## src/rtl/ptag_tlb.sv

```systemverilog
module ptag_tlb #(
  parameter int N     = 16,
  parameter int VPN_W = 20,
  parameter int PFN_W = 20,
  parameter int PID_W = 8,
  parameter int LVL_W = 9
) (
  input  logic             clk,
  input  logic             rst_n,
  input  logic             lk_valid,
  input  logic [VPN_W-1:0] lk_vpn,
  input  logic [PID_W-1:0] lk_pid,
  input  logic             lk_write,
  input  logic             fill_valid,
  input  logic [VPN_W-1:0] fill_vpn,
  input  logic [PID_W-1:0] fill_pid,
  input  logic [PFN_W-1:0] fill_pfn,
  input  logic [1:0]       fill_size,
  input  logic [1:0]       fill_perm,
  input  logic             purge_valid,
  input  logic [1:0]       purge_mode,
  input  logic [VPN_W-1:0] purge_vpn,
  input  logic [PID_W-1:0] purge_pid,
  output logic             rsp_valid,
  output logic             rsp_hit,
  output logic             rsp_fault,
  output logic [PFN_W-1:0] rsp_frame,
  output logic             refill_req,
  output logic             purge_done
);
  localparam int IDX_W = $clog2(N);
  localparam int MW    = (VPN_W > PFN_W) ? VPN_W : PFN_W;

  function automatic logic [MW-1:0] sz_mask(input logic [1:0] s);
    logic [MW-1:0] m;
    m = '0;
    for (int b = 0; b < MW; b++)
      if ((s == 2'd1 && b < LVL_W) || (s[1] && b < 2*LVL_W)) m[b] = 1'b1;
    return m;
  endfunction

  logic [N-1:0]       e_v;
  logic [VPN_W-1:0]   e_vpn  [N];
  logic [PFN_W-1:0]   e_pfn  [N];
  logic [PID_W-1:0]   e_pid  [N];
  logic [1:0]         e_sz   [N];
  logic [1:0]         e_perm [N];
  logic [IDX_W-1:0]   rr;

  logic [N-1:0] lk_m, fill_m, purge_m;

  for (genvar i = 0; i < N; i++) begin : g_cmp
    logic [VPN_W-1:0] keep;
    assign keep = ~sz_mask(e_sz[i])[VPN_W-1:0];
    assign lk_m[i]   = e_v[i] && e_pid[i] == lk_pid &&
                       ((e_vpn[i] ^ lk_vpn) & keep) == '0;
    assign fill_m[i] = e_v[i] && e_pid[i] == fill_pid &&
                       ((e_vpn[i] ^ fill_vpn) & keep) == '0;
    assign purge_m[i] = purge_mode[1] ||
                        (e_v[i] && e_pid[i] == purge_pid &&
                         (purge_mode[0] || ((e_vpn[i] ^ purge_vpn) & keep) == '0));
  end

  logic [IDX_W-1:0] hit_idx, cov_idx, inv_idx, victim;
  always_comb begin
    hit_idx = '0;
    cov_idx = '0;
    inv_idx = '0;
    for (int i = N-1; i >= 0; i--) begin
      if (lk_m[i])   hit_idx = IDX_W'(i);
      if (fill_m[i]) cov_idx = IDX_W'(i);
      if (!e_v[i])   inv_idx = IDX_W'(i);
    end
    if (|fill_m)      victim = cov_idx;
    else if (~&e_v)   victim = inv_idx;
    else              victim = rr;
  end

  logic [MW-1:0]    hmask;
  logic [MW-1:0]    vpn_x;
  logic [PFN_W-1:0] hit_frame;
  logic             perm_ok;
  assign hmask     = sz_mask(e_sz[hit_idx]);
  assign vpn_x     = MW'(lk_vpn);
  assign hit_frame = (e_pfn[hit_idx] & ~hmask[PFN_W-1:0]) | (vpn_x[PFN_W-1:0] & hmask[PFN_W-1:0]);
  assign perm_ok   = lk_write ? e_perm[hit_idx][1] : e_perm[hit_idx][0];

  always_ff @(posedge clk) begin
    if (!rst_n) begin
      rsp_valid  <= 1'b0;
      rsp_hit    <= 1'b0;
      rsp_fault  <= 1'b0;
      rsp_frame  <= '0;
      purge_done <= 1'b0;
    end else begin
      rsp_valid  <= lk_valid;
      rsp_hit    <= lk_valid && |lk_m;
      rsp_fault  <= lk_valid && |lk_m && !perm_ok;
      rsp_frame  <= (lk_valid && |lk_m) ? hit_frame : '0;
      purge_done <= purge_valid;
    end
  end

  assign refill_req = rsp_valid && !rsp_hit;

  logic [MW-1:0] fmask;
  assign fmask = sz_mask(fill_size);

  always_ff @(posedge clk) begin
    if (!rst_n) begin
      e_v <= '0;
      rr  <= '0;
      for (int i = 0; i < N; i++) begin
        e_vpn[i]  <= '0;
        e_pfn[i]  <= '0;
        e_pid[i]  <= '0;
        e_sz[i]   <= '0;
        e_perm[i] <= '0;
      end
    end else if (purge_valid) begin
      e_v <= e_v & ~purge_m;
    end else if (fill_valid) begin
      e_v[victim]    <= 1'b1;
      e_vpn[victim]  <= fill_vpn & ~fmask[VPN_W-1:0];
      e_pfn[victim]  <= fill_pfn & ~fmask[PFN_W-1:0];
      e_pid[victim]  <= fill_pid;
      e_sz[victim]   <= fill_size;
      e_perm[victim] <= fill_perm;
      if (!(|fill_m) && &e_v)
        rr <= (rr == IDX_W'(N-1)) ? '0 : rr + 1'b1;
    end
  end
endmodule


```

## config.mk

```make
export PLATFORM = sky130hd
export DESIGN_NAME = ptag_tlb
export DESIGN_NICKNAME = d
export VERILOG_FILES = /design/src/rtl/ptag_tlb.sv
export SDC_FILE = /design/constraint.sdc
export NUM_CORES = 2
export LEC_CHECK = 0
export BUFFER_PORTS_ARGS = -buffer_cell sky130_fd_sc_hd__buf_4
export CAP_MARGIN = 20
export CORE_ASPECT_RATIO = 0.9
export CORE_MARGIN = 2
export CORE_UTILIZATION = 60
export CTS_CLUSTER_SIZE = 14
export DETAILED_ROUTE_END_ITERATION = 12
export PLACE_DENSITY = 0.77
export SYNTH_ARGS = -nofsm -noshare
export SYNTH_HDL_FRONTEND = slang
export SYNTH_SLANG_ARGS = --single-unit
```

## constraint.sdc

```tcl
create_clock -name clk -period 14.25 [get_ports clk]
set_input_delay 0.7125 -clock clk [delete_from_list [all_inputs] [get_ports clk]]
set_output_delay 0.7125 -clock clk [all_outputs]
set_load 0.05 [all_outputs]
```

==> results.txt <==
Unique masters post-synth -> 79
HP Class -> in2reg
# setup viols final -> 0
Met1 WL -> 70.52 mm
Maximum clock rate -> 0.1514 GHz
Ys flop type -> edfxtp_1
Area Overhead vs Synth -> 7.288%
Antenna viol nets, final -> 0
Clk pin slew, worst setup/hold paths -> 70 ps
Post-synthesis cell count -> 4944
CTS tree -> built
Antenna violations before repair -> 5
Pin count of the biggest net entering global routing -> 126
YS warnings -> 0
Resize count post-CTS -> 0
Fin Clk Skew -> 57.65 ps
Post-synth EDFFs -> 832
Final period util -> 46.35%
Met3 WL post-DR -> 27.44 mm
CTS sink count -> 876
First-pass GRT wire length -> 268.4 mm
Final Routed Wirelength -> 189.3 mm
Initial Util -> 60.24%
Final WS setup -> 7645 ps
Max-cap violation count -> 0
Vias in the first global route -> 38.57k
Longest Clk Path Bufs -> 3
Die X -> 316.2 µm
Met2 WL post-DR -> 79.11 mm
Least-Margin Pin Slew -> 1337 ps
FFs w/ async S/R, synth -> 0%
Highest metal used -> met5
Total track usage -> 41.49%
Fin util -> 64.63%
Required time of the critical path -> 14520 ps
Fillers -> 6797
DP Wirelength -> 117.0 mm
Post-route cell area -> 56470 µm²
#FFs+latches synth -> 876
Placement Setup Slack -> 7346 ps
Drt drc -> 0
Inserted Clock Buffers -> 88
Die height -> 285.0 µm
Port bufs -> 140
Drt first pass iters -> 6
Critical Path Fanout Max -> 54
Power Dens Cells -> 108.2 nW/µm²
# hold bufs at CTS -> 0
Routability cong. -> 1.060
Post-Syn Nets -> 5061
Via density -> 6.719
CP Launch Type -> flop
Max-slew violation count -> 0
H-tree levels -> 3
Post CTS Setup Buffer Count -> 0
Peak supply drop -> 127.8 µV
Routed WL per cell -> 31.22 µm
Remaining Overflow, GRT -> 0
RSZ-0062 raised after global routing -> false
Static Leak -> 18.40 nW
Outcome -> finished, final reports clean
Average size of a mapped cell -> 10.65 µm²
Fin Hold WS -> 314.4 ps
DIE AREA -> 90120 µm²
Tmin final -> 6605 ps
Arrival time at the worst endpoint -> 6880 ps
Post-synthesis sequential area ratio -> 49.14%
Fin Setup TNS -> 0 ps
Final Net Count -> 4951
Max-slew headroom -> 9.693%
Count of boundary I/O pins -> 141
Layout cells sized above 1 -> 7.848%
Fin. Hold Viols -> 0
Cell Area, Placed -> 53610 µm²
Post-Syn Area -> 52640 µm²
Via Count -> 40.74k
Worst skew pair latency -> 700 ps
Iteration-0 DRC count of the detailed router -> 6781
CTS root buf -> clkbuf_16
Endpoint type of the worst setup path -> flop
Setup CP Type -> reg2reg
Site Rows -> 103
Core area -> 87380 µm²
==> per-layer routing <==
metal	vias to the layer above	track usage, %
met2	3140	59.93
li1	17040	-
met4	2	21.76
met3	697	12.14
met1	19860	56.66
met5	-	0.2114
==> registers in the layout (all words and copies together) (netlist names) <==
name	flops
e_pfn	320
rsp_valid	1
e_v	16
e_perm	32
purge_done	1
rsp_frame	20
e_sz	32
e_vpn	320
rr	4
rsp_hit	1
rsp_fault	1
e_pid	128
==> cells in the mapped netlist, types with 9 or more instances <==
master     number  area, µm²
nand4_1       226       1414
buf_4          53      397.9
o22ai_1        10      62.56
inv_1          35      131.4
nor3_1         98      490.5
o21ai_0        51      255.2
nand3_4        13      227.7
a221oi_1        9      78.83
o41ai_1        20      175.2
buf_2         160      800.8
buf_6          16      180.2
clkbuf_1      134      503.0
a41o_1         28      280.3
a31oi_1        48      300.3
o211ai_1       14      105.1
edfxtp_1      832      24980
o2111ai_1      10      87.58
mux2i_1       213       2132
xor2_1        431       3775
a41oi_1        15      131.4
or4_1          20      150.1
nand3_1        97      485.5
nor4_1        121      757.0
or3_1          10      62.56
mux2_2         30      337.8
buf_1          11      41.29
dfxtp_1        44      880.8
nor2_1        925       3472
xnor2_1       914       8005
nor2b_1        21      131.4
nand2_1       191      716.9
and2_1          9      56.30
a21oi_1        38      190.2
==> power breakdown <==
part / switching [mW] / internal (mW)
clock: 1.05 / 1.26
combinational: 0.506 / 0.270
sequential: 0.106 / 2.92
==> path summary, 6_finish.rpt <==
check | slack [ps] | depth (start not counted) | start | end
hold / removal | 310 | 3 | lk_write | rsp_fault$_SDFF_PN0_
hold reg to reg | 600 | 2 | rr[3]$_SDFFE_PN0P_ | rr[3]$_SDFFE_PN0P_
setup / recovery | 7640 | 12 | e_vpn[5][8]$_SDFFCE_PN0P_ | e_vpn[7][10]$_SDFFCE_PN0P_
setup reg to reg | 7640 | 12 | e_vpn[5][8]$_SDFFCE_PN0P_ | e_vpn[7][10]$_SDFFCE_PN0P_
==> cell families (layout without fill, tap and decap cells) <==
family / count (synthesis) / count (layout) / share of synthesized area, %
xor gates and xnor gates: 1345 / 1345 / 22.38
buffers and inverters: 411 / 373 / 3.917
muxes: 243 / 243 / 4.692
and+or+nand+nor: 1767 / 1767 / 15.71
DFF: 876 / 876 / 49.14
AOI/OAI and AO/OA: 301 / 301 / 4.141
other: 0 / 2 / 0
adders and majority gates: 1 / 1 / 0.02377
==> metrics by stage <==
stage          total power [mW]  cells
3_5_place_dp              3.822   5893
5_1_grt                   6.242   6061
6_report                  6.113   6063
3_3_place_gp              3.808   5893
4_1_cts                   6.075   6055
2_1_floorplan             3.575   4944
==> layout make-up <==
type	count	area (µm²)	share of cell area (%)
diodes	2	5.005	0.008862
clock buffers	115	2366	4.190
clock inverters	47	452.9	0.8020
inverters	37	141.4	0.2504
multi-input cells	3657	24890	44.07
flip-flops and latches	876	25860	45.80
well taps	1155	1445	2.559
repair buffers	174	1310	2.320
==> layout by cell type, fill, tap and decap left out, drive strengths merged, types with 6 or more instances in the layout <==
cell type	n
nor4	122
or4	20
or2	6
nor3	99
a221oi	9
a21boi	6
nand3	113
o2111ai	10
nand4	226
a22oi	7
or3	10
a31oi	48
xnor2	914
o21ai	53
mux2	30
edfxtp	832
nand2	191
o22ai	10
buf	174
clkinv	39
a21oi	38
o41ai	21
mux2i	213
and2	9
and3	7
o211ai	14
dfxtp	44
xor2	431
clkbuf	115
a41oi	15
a41o	28
nor2	929
inv	40
nor2b	21
==> worst max-delay path: stages (launching register included) <==
cell	delay [ps]
edfxtp_1	460
xor2_1	190
nor4_1	330
a41o_1	390
a41oi_1	370
or4_1	680
nand3b_1	120
o41ai_1	100
a2111oi_2	540
nor3_4	100
nor2b_1	760
nand3_4	910
nand2_4	1060
Power figures use the tool's default switching activity.
